[src/rtl/tlbinv_pkg.sv]
package tlbinv_pkg;

  typedef enum logic [4:0] {
    INV_ALL_A      = 5'd0,
    INV_ALL_B      = 5'd1,
    INV_GLOBAL     = 5'd2,
    INV_LOCAL      = 5'd3,
    INV_SPACE      = 5'd4,
    INV_PAGE_SPACE = 5'd5,
    INV_PAGE_SHARE = 5'd6
  } inv_op_e;

  localparam int unsigned OP_W = 5;

  function automatic logic op_is_legal(input logic [OP_W-1:0] op);
    return op <= INV_PAGE_SHARE;
  endfunction

endpackage

[src/rtl/tlbinv_tag_ram.sv]
module tlbinv_tag_ram #(
  parameter int unsigned ENTRIES = 16,
  parameter int unsigned ASID_W  = 10,
  parameter int unsigned VPN_W   = 19,
  localparam int unsigned IDX_W  = (ENTRIES > 1) ? $clog2(ENTRIES) : 1,
  localparam int unsigned TAG_W  = 1 + ASID_W + VPN_W
) (
  input  logic              clk,
  input  logic              we,
  input  logic [IDX_W-1:0]  waddr,
  input  logic              wglobal,
  input  logic [ASID_W-1:0] wasid,
  input  logic [VPN_W-1:0]  wvpn,
  input  logic [IDX_W-1:0]  raddr,
  output logic              rglobal,
  output logic [ASID_W-1:0] rasid,
  output logic [VPN_W-1:0]  rvpn
);

  logic [TAG_W-1:0] mem [ENTRIES];
  logic [TAG_W-1:0] rdata_q;

  // Simple dual-port memory, synchronous read: maps to block RAM.
  always_ff @(posedge clk) begin
    if (we) begin
      mem[waddr] <= {wglobal, wasid, wvpn};
    end
    rdata_q <= mem[raddr];
  end

  assign rglobal = rdata_q[TAG_W-1];
  assign rasid   = rdata_q[TAG_W-2 -: ASID_W];
  assign rvpn    = rdata_q[VPN_W-1:0];

endmodule

[src/rtl/tlbinv_valid_bits.sv]
module tlbinv_valid_bits #(
  parameter int unsigned ENTRIES = 16,
  localparam int unsigned IDX_W  = (ENTRIES > 1) ? $clog2(ENTRIES) : 1
) (
  input  logic             clk,
  input  logic             rst,
  input  logic             set_en,
  input  logic [IDX_W-1:0] set_idx,
  input  logic             set_val,
  input  logic             clr_en,
  input  logic [IDX_W-1:0] clr_idx,
  output logic             cur_valid,
  input  logic [IDX_W-1:0] probe_idx,
  output logic             probe_q
);

  logic [ENTRIES-1:0] valid_q;

  // One flop per entry so any entry can be cleared in a single cycle.
  for (genvar g = 0; g < ENTRIES; g++) begin : g_flag
    always_ff @(posedge clk) begin
      if (rst) begin
        valid_q[g] <= 1'b0;
      end else if (set_en && set_idx == IDX_W'(g)) begin
        valid_q[g] <= set_val;
      end else if (clr_en && clr_idx == IDX_W'(g)) begin
        valid_q[g] <= 1'b0;
      end
    end
  end

  assign cur_valid = valid_q[clr_idx];

  always_ff @(posedge clk) begin
    if (rst) probe_q <= 1'b0;
    else     probe_q <= valid_q[probe_idx];
  end

  // A flag may only fall after a walk clear or an explicit write.
  assert_clear_needs_cause_R12: assert property (@(posedge clk) disable iff (rst)
    (|($past(valid_q) & ~valid_q)) |-> ($past(clr_en) || $past(set_en)));

endmodule

[src/rtl/tlbinv_matcher.sv]
module tlbinv_matcher
  import tlbinv_pkg::*;
#(
  parameter int unsigned ASID_W = 10,
  parameter int unsigned VPN_W  = 19
) (
  input  logic [OP_W-1:0]   op,
  input  logic              ent_valid,
  input  logic              ent_global,
  input  logic [ASID_W-1:0] ent_asid,
  input  logic [VPN_W-1:0]  ent_vpn,
  input  logic [ASID_W-1:0] key_asid,
  input  logic [VPN_W-1:0]  key_vpn,
  output logic              hit
);

  logic asid_eq;
  logic vpn_eq;
  logic sel;

  assign asid_eq = (ent_asid == key_asid);
  assign vpn_eq  = (ent_vpn == key_vpn);

  always_comb begin
    unique case (op)
      INV_ALL_A, INV_ALL_B: sel = 1'b1;
      INV_GLOBAL:           sel = ent_global;
      INV_LOCAL:            sel = !ent_global;
      INV_SPACE:            sel = !ent_global && asid_eq;
      INV_PAGE_SPACE:       sel = vpn_eq && asid_eq;
      INV_PAGE_SHARE:       sel = vpn_eq && (asid_eq || ent_global);
      default:              sel = 1'b0;
    endcase
  end

  assign hit = ent_valid && sel;

endmodule

[src/rtl/tlbinv_walker.sv]
module tlbinv_walker #(
  parameter int unsigned ENTRIES = 16,
  localparam int unsigned IDX_W  = (ENTRIES > 1) ? $clog2(ENTRIES) : 1,
  localparam logic [IDX_W-1:0] LAST = IDX_W'(ENTRIES - 1)
) (
  input  logic             clk,
  input  logic             rst,
  input  logic             start,
  output logic             busy,
  output logic [IDX_W-1:0] ptr,
  output logic [IDX_W-1:0] raddr,
  output logic             done,
  output logic             flush_req
);

  always_ff @(posedge clk) begin
    if (rst) begin
      busy      <= 1'b0;
      ptr       <= '0;
      done      <= 1'b0;
      flush_req <= 1'b0;
    end else begin
      done      <= 1'b0;
      flush_req <= 1'b0;
      if (!busy) begin
        if (start) begin
          busy <= 1'b1;
          ptr  <= '0;
        end
      end else if (ptr == LAST) begin
        busy      <= 1'b0;
        ptr       <= '0;
        done      <= 1'b1;
        flush_req <= 1'b1;
      end else begin
        ptr <= ptr + 1'b1;
      end
    end
  end

  // Read one entry ahead: the memory output lines up with ptr.
  always_comb begin
    if (busy && ptr != LAST) raddr = ptr + 1'b1;
    else                     raddr = '0;
  end

  assert_start_begins_R11: assert property (@(posedge clk) disable iff (rst)
    (!busy && start) |=> (busy && ptr == '0));
  assert_last_ends_walk_R11: assert property (@(posedge clk) disable iff (rst)
    (busy && ptr == LAST) |=> (!busy && done && flush_req));
  assert_done_after_busy_R11: assert property (@(posedge clk) disable iff (rst)
    done |-> $past(busy));

endmodule

[src/rtl/tlbinv_engine.sv]
module tlbinv_engine
  import tlbinv_pkg::*;
#(
  parameter int unsigned ENTRIES = 16,
  parameter int unsigned ASID_W  = 10,
  parameter int unsigned VPN_W   = 19,
  localparam int unsigned IDX_W  = (ENTRIES > 1) ? $clog2(ENTRIES) : 1
) (
  input  logic              clk,
  input  logic              rst,
  input  logic              cmd_valid,
  input  logic [4:0]        cmd_op,
  input  logic [ASID_W-1:0] cmd_asid,
  input  logic [VPN_W-1:0]  cmd_vpn,
  input  logic              cmd_user,
  input  logic              wr_en,
  input  logic [IDX_W-1:0]  wr_idx,
  input  logic              wr_valid,
  input  logic              wr_global,
  input  logic [ASID_W-1:0] wr_asid,
  input  logic [VPN_W-1:0]  wr_vpn,
  input  logic [IDX_W-1:0]  probe_idx,
  output logic              probe_valid,
  output logic              busy,
  output logic              done,
  output logic              flush_req,
  output logic              priv_exc,
  output logic              illegal_op
);

  logic              accept, start, wr_ok;
  logic [OP_W-1:0]   op_q;
  logic [ASID_W-1:0] asid_q;
  logic [VPN_W-1:0]  vpn_q;
  logic [IDX_W-1:0]  ptr, raddr;
  logic              t_global, cur_valid, hit;
  logic [ASID_W-1:0] t_asid;
  logic [VPN_W-1:0]  t_vpn;

  assign accept = cmd_valid && !busy;
  assign start  = accept && !cmd_user && op_is_legal(cmd_op);
  // Writes are held off during a walk and in the cycle a walk is accepted,
  // so the prefetched first tag cannot go stale.
  assign wr_ok  = wr_en && !busy && !accept;

  always_ff @(posedge clk) begin
    if (rst) begin
      priv_exc   <= 1'b0;
      illegal_op <= 1'b0;
      op_q       <= '0;
      asid_q     <= '0;
      vpn_q      <= '0;
    end else begin
      priv_exc   <= accept && cmd_user;
      illegal_op <= accept && !cmd_user && !op_is_legal(cmd_op);
      if (start) begin
        op_q   <= cmd_op;
        asid_q <= cmd_asid;
        vpn_q  <= cmd_vpn;
      end
    end
  end

  tlbinv_walker #(.ENTRIES(ENTRIES)) u_walker (
    .clk(clk), .rst(rst), .start(start), .busy(busy), .ptr(ptr),
    .raddr(raddr), .done(done), .flush_req(flush_req)
  );

  tlbinv_tag_ram #(.ENTRIES(ENTRIES), .ASID_W(ASID_W), .VPN_W(VPN_W)) u_tags (
    .clk(clk), .we(wr_ok), .waddr(wr_idx), .wglobal(wr_global),
    .wasid(wr_asid), .wvpn(wr_vpn), .raddr(raddr),
    .rglobal(t_global), .rasid(t_asid), .rvpn(t_vpn)
  );

  tlbinv_valid_bits #(.ENTRIES(ENTRIES)) u_valid (
    .clk(clk), .rst(rst), .set_en(wr_ok), .set_idx(wr_idx), .set_val(wr_valid),
    .clr_en(busy && hit), .clr_idx(ptr), .cur_valid(cur_valid),
    .probe_idx(probe_idx), .probe_q(probe_valid)
  );

  tlbinv_matcher #(.ASID_W(ASID_W), .VPN_W(VPN_W)) u_match (
    .op(op_q), .ent_valid(cur_valid), .ent_global(t_global),
    .ent_asid(t_asid), .ent_vpn(t_vpn), .key_asid(asid_q), .key_vpn(vpn_q),
    .hit(hit)
  );

  assert_priv_no_walk_R10: assert property (@(posedge clk) disable iff (rst)
    (accept && cmd_user) |=> (priv_exc && !busy && !illegal_op));
  assert_illegal_no_walk_R9: assert property (@(posedge clk) disable iff (rst)
    illegal_op |-> (!busy && !done && !flush_req));
  assert_one_outcome_R9: assert property (@(posedge clk) disable iff (rst)
    $onehot0({done, priv_exc, illegal_op}));
  assert_hold_while_busy_R12: assert property (@(posedge clk) disable iff (rst)
    (busy && !$past(start)) |-> ($stable(op_q) && $stable(asid_q) && $stable(vpn_q)));

endmodule

[config.mk]
export PLATFORM = sky130hd
export DESIGN_NAME = tlbinv_engine
export DESIGN_NICKNAME = d
export VERILOG_FILES = /design/src/rtl/tlbinv_pkg.sv /design/src/rtl/tlbinv_tag_ram.sv /design/src/rtl/tlbinv_valid_bits.sv /design/src/rtl/tlbinv_matcher.sv /design/src/rtl/tlbinv_walker.sv /design/src/rtl/tlbinv_engine.sv
export SDC_FILE = /design/constraint.sdc
export NUM_CORES = 1
export LEC_CHECK = 0
export BUFFER_PORTS_ARGS = -buffer_cell sky130_fd_sc_hd__buf_2
export CAP_MARGIN = 0
export CELL_PAD_IN_SITES_DETAIL_PLACEMENT = 1
export CELL_PAD_IN_SITES_GLOBAL_PLACEMENT = 1
export CORE_ASPECT_RATIO = 1.2
export CORE_MARGIN = 5
export CORE_UTILIZATION = 52
export DETAILED_ROUTE_END_ITERATION = 10
export PLACE_DENSITY = 0.83
export SYNTH_ARGS = -nofsm -noshare
export SYNTH_HDL_FRONTEND = slang
export SYNTH_SLANG_ARGS = --single-unit
[constraint.sdc]
create_clock -name clk -period 4.4 [get_ports clk]
set_input_delay 0.88 -clock clk [delete_from_list [all_inputs] [get_ports clk]]
set_output_delay 0.88 -clock clk [all_outputs]
set_load 0.02 [all_outputs]
==> qor.yml, run 1 <==
drt-pass1-iter-count: 5
layout_common_cells: "480 x edfxtp_1, 198 x nand2_1, 142 x mux2i_1"
yosysTopAreaCellShare_pct: 64.8
setup_slack_ns: 1.09
dr.first_iter.drc_count: 1346
tns_ns: 0
cts_root_buf: "clkbuf_16"
worstSetupEndpointType: "flip-flop"
drv_slew: 0
power.share.clock_pct: 43.5
synth_edf_count: 480
n_fill_cell: 3985
post_cts_buffers: 0
drtAntennaViolNets: 0
ys_seq_elements: 569
h-tree-depth: 2
pwr-share-comb_pct: 2.6
synth-compound-area-share_pct: 8.73
swShare_pct: 20.7
max_stage_delay_ns: 0.66
ir_worst_vdd_mv: 0.309
synthMuxAreaShare_pct: 8.41
synth.area.top_cells: "edfxtp_1 65%, dfxtp_1 8.0%, mux2i_1 6.4%"
required_ns: 4.94
drc_errors: 0
cts_tree: "yes"
wl_um: 64700
core_area_sq_um: 42600
synth_simple_gate_area_share_pct: 6.47
power_density_nw_per_um2: 435
grt_max_degree: 68
ff_latch_area_sq_um: 16200
worst_slew_pin_slew_ns: 0.914
leakagePower_nw: 8.31
syn_area_sq_um: 22300
syn_inst: 1484
yosys.area.top_type: "edfxtp_1"
via_per_inst: 6.35
wl_per_cell_um: 29.8
cpMaxStageDelayCell: "nand2_2"
syn2layout_area_growth_pct: 13.4
synth_xor_area_share_pct: 1.25
r2r_slack_ns: 1.09
die_area_sq_um: 47100
power_switching_mw: 2.28
post-place-ws_ns: 1.26
track_usage_pct: 27.2
cts_hold_buf: 0
min_from: "cmd_user"
cts_buffer_depth: 3
maxCapViolations: 0
power.internal_mw: 8.71
min_to: "illegal_op"
crit_type: "flip-flop to flip-flop"
worst-path-buf-inv: 1
r2r-start: "u_walker.ptr[0]"
cts_num_sinks: 569
synth_nets: 1566
crit_path_start_kind: "flip-flop"
cp_cell_sequence: "ha_1 -> xor2_2 -> nand2_1 -> nand2_2 -> buf_4 -> o221ai_1 -> a22oi_1 -> o22a_1"
cp.arrival_ns: 3.86
clock_latency_ns: 0.61
path_delay_family: "simple AND/OR/NAND/NOR gates"
outcome: "complete, no violations"
worst_clock_skew_ns: 0.0296
grt_pass1_vias: 14972
synth.distinct_cells: 52
grt-ovfl-total: 0
synth_top_family_by_area: "compound AO/OA/AOI/OAI gates"
clk_pin_slew_ns: 0.06
synthArstFlopShare_pct: 0
layout.nets: 1655
period_share_pct: 75.3
num_rows: 83
r2r-end: "u_tags.rdata_q[4]"
die_w_um: 199
worstRegToRegCells: 8
dp_hpwl_um: 37600
slew_headroom_pct: 39.1
multi_input_area_sq_um: 5730
syn_area_per_cell_sq_um: 15.0
yosys_warnings: 0
numCtsBuffers: 55
rsz0062_at_grt: "no"
dr_total_vias: 13796
layout-drive-gt1-share_pct: 17.1
globalplace.congestion: 0.807
hold_path_class: "input port to flip-flop"
crit_fanout: 30
synth_fa_ha_area_share_pct: 0.225
port_buffers: 83
ioPinCount: 84
yosys_most_used_dff: "edfxtp_1"
hold_depth: 2
hold_viol_final: 0
seqPwrFrac_pct: 53.9
antenna_found_initial: 2
grt_first_pass_wirelength_um: 95600
fmax_ghz: 0.302
start_util_pct: 52.3
die_height_um: 237
seq_area_frac_synth_pct: 72.8
period_minus_slack_ns: 3.31
setup_viol: 0
layout_commonest_cell: "edfxtp_1"
cts_resized: 0
[worst max-delay path by stage]
| stage | start | endpoint | slack, ns | depth (start not counted) |
|---|---|---|---|---|
| finish | u_walker.ptr[0] | u_tags.rdata_q[4] | 1.09 | 8 |
| global route | u_walker.ptr[0] | u_tags.rdata_q[29] | 0.92 | 8 |
| CTS | u_walker.ptr[0] | u_tags.rdata_q[29] | 1.12 | 8 |
| detailed placement | u_walker.ptr[0] | u_tags.rdata_q[25] | 1.26 | 9 |
| global placement | u_walker.ptr[0] | u_tags.rdata_q[25] | 1.35 | 9 |
| floorplan | wr_idx[3] | u_valid.valid_q[0] | 0.33 | 5 |
[routing by layer]
layer  GRT usage (%)  part of all wire (%)
met1            32.6                    36
met2            47.3                    51
met3            5.00                   6.9
met4            13.3                   5.7
met5               0                     0
[final cells by class]
class,instances,area share (%)
flip-flops and latches,569,64.2
multi-input cells,816,22.7
well taps,552,2.74
repair buffers,125,3.09
clock buffers,71,6.06
diodes,1,0.00992
clock inverters,31,1.11
inverters,6,0.0892
[Yosys cell counts, types with 2 or more instances]
master and n:
buf_1 4, mux4_2 9, o221ai_1 40, nor3_1 19, buf_4 5, o22a_1 29
buf_6 7, nand2_1 201, mux2_2 22, or3_1 22, o211ai_1 2, nand4_1 4
and3b_1 2, nor4_1 6, o22ai_1 38, nor3b_1 4, xor2_1 26, a22oi_1 30
buf_2 27, o41a_1 2, and3_1 6, inv_1 6, o21ai_1 2, ha_1 4
dfxtp_1 89, nor2_1 43, nor2b_1 3, and2_1 3, mux2i_1 142, nand3_1 7
o311a_1 2, o211a_1 2, edfxtp_1 480, o221a_2 8, xnor2_1 4, a211oi_1 7
nand2b_1 6, a311oi_1 8, a21oi_1 101, clkbuf_1 50
[logic make-up after synthesis]
family,Yosys count
buffers and inverters,99
XOR/XNOR,31
AND/OR/NAND/NOR,330
multiplexers,173
AO/OA/AOI/OAI,278
adder cells (fa/ha/maj),4
flip-flops,569
[power groups by stage]
stage                     clock network [mW]  logic [mW]  registers (mW)
after floorplan                            0       0.113            6.02
after global placement                     0       0.258            6.03
after detailed placement                   0       0.276            6.04
after CTS                               4.82       0.283            5.92
after global routing                    5.08       0.305            5.92
final                                   4.78       0.285            5.92
[state kept, by name (all words and copies together), names as in the netlist]
register and cells:
u_tags.mem 480, u_tags.rdata_q 30, vpn_q 19, u_valid.valid_q 16
asid_q 10, op_q 5, u_walker.ptr 4, illegal_op 1
priv_exc 1, u_valid.probe_q 1, u_walker.busy 1, u_walker.done 1
[metrics by stage]
stage	utilization, %	total power, mW	std cells	area [sq um]	hold slack [ns]
finish	59.3	11.0	2171	25200	0.473
CTS	59.3	11.0	2170	25200	0.452
floorplan	-	6.14	1484	22300	0.448
global placement	55.0	6.29	2068	23400	0.455
global route	59.3	11.3	2171	25200	0.476
detailed placement	55.0	6.31	2068	23400	0.465
(Power assumes the default switching activity.)
==> run 2, diff against run 1 <==
--- a/config.mk
+++ b/config.mk
@@ -11,9 +11,9 @@
 export CELL_PAD_IN_SITES_GLOBAL_PLACEMENT = 1
 export CORE_ASPECT_RATIO = 1.2
 export CORE_MARGIN = 5
-export CORE_UTILIZATION = 52
+export CORE_UTILIZATION = 47
 export DETAILED_ROUTE_END_ITERATION = 10
-export PLACE_DENSITY = 0.83
+export PLACE_DENSITY = 0.79
 export SYNTH_ARGS = -nofsm -noshare
 export SYNTH_HDL_FRONTEND = slang
 export SYNTH_SLANG_ARGS = --single-unit
==> constraint.sdc (replaced) <==
create_clock -name clk -period 2.7 [get_ports clk]
set_input_delay 0.54 -clock clk [delete_from_list [all_inputs] [get_ports clk]]
set_output_delay 0.54 -clock clk [all_outputs]
set_load 0.02 [all_outputs]
==> qor.yml, run 2 (synthesis results as in run 1) <==
path_delay_family: "simple AND/OR/NAND/NOR gates"
post-route-util_pct: 54.9
dr.first_iter.drc_count: 1209
min_to: "illegal_op"
ioPinCount: 84
die_w_um: 209
clock_latency_ns: 0.62
cp.arrival_ns: 3.03
core_area_sq_um: 46900
wl_um: 64300
reg.largest.list: "u_tags.mem x480, u_tags.rdata_q x30, vpn_q x19"
setup_viol: 0
cts_hold_buf: 0
drt-pass1-iter-count: 5
drtAntennaViolNets: 0
cpMaxStageDelayCell: "nor4_1"
placed_area_sq_um: 23900
dr_total_vias: 13678
met3_usage_pct: 3.88
worst_clock_skew_ns: 0.0144
layout.nets: 1684
grt_max_degree: 60
clk_pin_slew_ns: 0.06
post_cts_buffers: 0
cts_resized: 0
n_fill_cell: 4452
wl_per_cell_um: 28.3
drc_errors: 0
port_buffers: 83
r2r_slack_ns: 0.13
rsz0062_at_grt: "no"
die_height_um: 248
maxCapViolations: 0
globalplace.congestion: 0.817
ir_worst_vdd_mv: 0.515
cp_cell_sequence: "xor2_1 -> nor4_1 -> nand4_1 -> o21ai_1 -> and3_1 -> a311oi_1"
crit_fanout: 11
die_area_sq_um: 51800
slew_headroom_pct: 59.0
worstRegToRegCells: 6
period_minus_slack_ns: 2.57
r2r-end: "u_valid.valid_q[9]"
period_share_pct: 95.1
ff_latch_area_sq_um: 16200
layout-drive-gt1-share_pct: 18.3
top_usage_layer: "met2"
required_ns: 3.17
grt-ovfl-total: 0
grt_pass1_vias: 14755
power_density_nw_per_um2: 689
crit_type: "flip-flop to flip-flop"
start_util_pct: 47.4
post-place-ws_ns: 0.256
hold_depth: 2
h-tree-depth: 2
cts_tree: "yes"
grt_first_pass_wirelength_um: 94400
crit_path_start_kind: "flip-flop"
cts_num_sinks: 569
via_per_inst: 6.02
setup_slack_ns: 0.132
min_from: "cmd_user"
track_usage_pct: 24.5
max_stage_delay_ns: 0.60
regMostFlops: "u_tags.mem"
numCtsBuffers: 55
syn2layout_area_growth_pct: 15.6
largest_register_ff_count: 480
multi_input_area_sq_um: 5750
num_rows: 87
hold_path_class: "input port to flip-flop"
worstSetupEndpointType: "flip-flop"
r2r-start: "u_tags.rdata_q[14]"
cts_root_buf: "clkbuf_16"
outcome: "complete, no violations"
antenna_found_initial: 1
dp_hpwl_um: 39400
layout_commonest_cell: "edfxtp_1"
design_area_sq_um: 25700
fmax_ghz: 0.389
drv_slew: 0
use_met2_pct: 43.4
worst_slew_pin_slew_ns: 0.609
worst-path-buf-inv: 0
total_power_mw: 17.7
grt.met1_usage_pct: 28.8
layout_common_cells: "480 x edfxtp_1, 198 x nand2_1, 142 x mux2i_1"
hold_viol_final: 0
cts_buffer_depth: 3
leakagePower_nw: 8.51
## run 2: per-layer routing
metal  wire length, um  vias to the layer above
met5                 9                        -
met3              3630                      158
li1                  -                     5956
met2             33000                      558
met1             24000                     7004
met4              3670                        2
## run 2: worst max path at each step
stage,from,endpoint,slack (ns),cells after the start
3_5_place_dp,u_tags.rdata_q[14],u_valid.valid_q[0],0.26,6
2_1_floorplan,wr_idx[3],u_valid.valid_q[1],-0.15,5
4_1_cts,u_tags.rdata_q[14],u_valid.valid_q[9],0.12,6
5_1_grt,u_tags.rdata_q[14],u_valid.valid_q[11],0.03,6
3_3_place_gp,u_walker.ptr[0],u_tags.rdata_q[0],0.40,8
6_report,u_tags.rdata_q[14],u_valid.valid_q[9],0.13,6
## run 2: report_power, final
group          total (mW)  internal, mW  switching, mW
sequential           9.65          9.60         0.0512
combinational       0.490         0.147          0.344
clock                7.59          4.32           3.26
## run 2: worst reg2reg max path: stages, from the launching register on
cell and delay [ns]:
dfxtp_1 0.45, xor2_1 0.20, nor4_1 0.60, nand4_1 0.18, o21ai_1 0.25, and3_1 0.54
a311oi_1 0.19
## run 2: area by class of cell
cell class,count,share of cell area [%]
diodes,1,0.00972
clock buffers,81,6.08
clock inverters,22,0.890
inverters,6,0.0875
multi-input cells,816,22.4
flip-flops and latches,569,62.9
well taps,623,3.03
repair buffers,154,4.61
## run 2: stage by stage
step | hold slack, ns | std cells | setup TNS [ns]
2_1_floorplan | 0.448 | 1484 | -1.97
3_3_place_gp | 0.456 | 2168 | 0
3_5_place_dp | 0.464 | 2168 | 0
4_1_cts | 0.121 | 2271 | 0
5_1_grt | 0.143 | 2271 | 0
6_report | 0.145 | 2272 | 0
==> run 3, diff against run 2 <==
--- a/config.mk
+++ b/config.mk
@@ -6,14 +6,15 @@
 export NUM_CORES = 1
 export LEC_CHECK = 0
 export BUFFER_PORTS_ARGS = -buffer_cell sky130_fd_sc_hd__buf_2
-export CAP_MARGIN = 0
+export CAP_MARGIN = 20
 export CELL_PAD_IN_SITES_DETAIL_PLACEMENT = 1
 export CELL_PAD_IN_SITES_GLOBAL_PLACEMENT = 1
-export CORE_ASPECT_RATIO = 1.2
+export CORE_ASPECT_RATIO = 0.5
 export CORE_MARGIN = 5
 export CORE_UTILIZATION = 47
 export DETAILED_ROUTE_END_ITERATION = 10
 export PLACE_DENSITY = 0.79
+export REMOVE_ABC_BUFFERS = 1
 export SYNTH_ARGS = -nofsm -noshare
 export SYNTH_HDL_FRONTEND = slang
 export SYNTH_SLANG_ARGS = --single-unit
==> qor.yml, run 3 (synthesis results as in run 1) <==
outcome: "complete, no violations"
ff_latch_area_sq_um: 16200
worst-path-buf-inv: 3
r2r-start: "u_walker.ptr[0]"
layout_commonest_cell: "edfxtp_1"
dp_hpwl_um: 37300
crit_path_start_kind: "flip-flop"
maxCapViolations: 0
min_to: "illegal_op"
crit_type: "flip-flop to flip-flop"
grt-ovfl-total: 0
worstRegToRegCells: 10
start_util_pct: 47.5
power_switching_mw: 3.58
layout-drive-gt1-share_pct: 17.4
worst_slew_pin_slew_ns: 0.911
path_delay_family: "compound AO/OA/AOI/OAI gates"
worst_clock_skew_ns: 0.0239
grt_first_pass_wirelength_um: 97800
largest_register_ff_count: 480
hold_depth: 2
cp.arrival_ns: 3.11
ioPinCount: 84
min_from: "cmd_user"
track_usage_pct: 24.9
port_buffers: 83
multi_input_area_sq_um: 5740
r2r_slack_ns: 0.1
required_ns: 3.21
die_height_um: 164
drc_errors: 0
drt-pass1-iter-count: 5
tns_ns: 0
post_cts_buffers: 0
rsz0062_at_grt: "no"
cts_num_sinks: 569
layout.nets: 1674
regMostFlops: "u_tags.mem"
reg.largest.list: "u_tags.mem x480, u_tags.rdata_q x30, vpn_q x19"
max_stage_delay_ns: 0.35
hold_path_class: "input port to flip-flop"
globalplace.congestion: 0.761
die_area_sq_um: 52100
design_area_sq_um: 25700
dr.first_iter.drc_count: 1627
worstSetupEndpointType: "flip-flop"
h-tree-depth: 2
leakagePower_nw: 8.40
swShare_pct: 20.7
drv_slew: 0
numCtsBuffers: 51
period_minus_slack_ns: 2.60
cts_root_buf: "clkbuf_16"
wl_per_cell_um: 28.9
core_area_sq_um: 46800
r2r-end: "u_tags.rdata_q[3]"
cts_tree: "yes"
clk_pin_slew_ns: 0.07
wl_um: 65700
seqPwrFrac_pct: 55.7
total_power_mw: 17.3
drtAntennaViolNets: 0
grt_max_degree: 63
grt_pass1_vias: 15128
power_density_nw_per_um2: 675
num_rows: 56
placed_area_sq_um: 24000
dr_total_vias: 14138
cp_cell_sequence: "ha_1 -> buf_4 -> xor2_2 -> buf_4 -> nand2_1 -> nand2_2 -> buf_12 -> o221ai_1 -> a22oi_1 -> o22a_1"
hold_viol_final: 0
pwr-share-comb_pct: 2.9
period_share_pct: 96.4
cpMaxStageDelayCell: "a22oi_1"
post-route-util_pct: 54.8
layout_common_cells: "480 x edfxtp_1, 198 x nand2_1, 142 x mux2i_1"
setup_viol: 0
antenna_found_initial: 3
cts_buffer_depth: 3
critPathMostFrequentCell: "buf_4"
crit_fanout: 41
fin_cells: 2271
n_fill_cell: 4472
die_w_um: 318
power.share.clock_pct: 41.4
cts_resized: 1
fmax_ghz: 0.384
syn2layout_area_growth_pct: 15.3
placed_cells: 2177
cts_hold_buf: 0
via_per_inst: 6.23
power.internal_mw: 13.7
ir_worst_vdd_mv: 0.483
slew_headroom_pct: 39.0
clock_latency_ns: 0.59
-- run 3: worst max-delay path by stage --
stage | slack (ns) | from | cells after the start | end
4_1_cts | 0.14 | u_walker.ptr[0] | 10 | u_tags.rdata_q[3]
3_5_place_dp | -0.09 | u_tags.rdata_q[9] | 7 | u_valid.valid_q[6]
3_3_place_gp | -0.30 | u_tags.rdata_q[0] | 6 | u_valid.valid_q[6]
5_1_grt | 0.05 | u_walker.ptr[0] | 10 | u_tags.rdata_q[3]
6_report | 0.1 | u_walker.ptr[0] | 10 | u_tags.rdata_q[3]
2_1_floorplan | -2.82 | u_walker.ptr[0] | 7 | u_tags.rdata_q[0]
-- run 3: through the flow --
stage | worst slack, ns | hold slack [ns]
6_report | 0.0985 | 0.196
5_1_grt | 0.0511 | 0.192
4_1_cts | 0.141 | 0.177
3_5_place_dp | -0.0929 | 0.465
3_3_place_gp | -0.300 | 0.458
2_1_floorplan | -2.82 | 0.442
-- run 3: final cells by class --
cell class	count	area share, %
sequential	569	63.1
multi-input combinational	816	22.4
clock buffer	66	5.40
timing repair buffer	148	5.02
tap	638	3.11
clock inverter	26	0.853
inverter	6	0.0878
antenna	2	0.0195
-- run 3: layer usage --
| layer | track usage [%] | part of all wire [%] | vias up |
|---|---|---|---|
| met1 | 31.8 | 39 | 7347 |
| met4 | 9.21 | 3.8 | 2 |
| met2 | 43.3 | 50 | 699 |
| met3 | 4.61 | 7.9 | 152 |
| li1 | - | - | 5938 |
| met5 | 0 | 0.015 | - |
-- run 3: power by group through the flow --
stage | Sequential [mW] | Clock (mW) | Combinational (mW)
4_1_cts | 9.64 | 7.24 | 0.489
5_1_grt | 9.64 | 7.70 | 0.527
6_report | 9.64 | 7.17 | 0.496
3_3_place_gp | 9.82 | 0 | 0.443
3_5_place_dp | 9.83 | 0 | 0.479
2_1_floorplan | 9.82 | 0 | 0.159
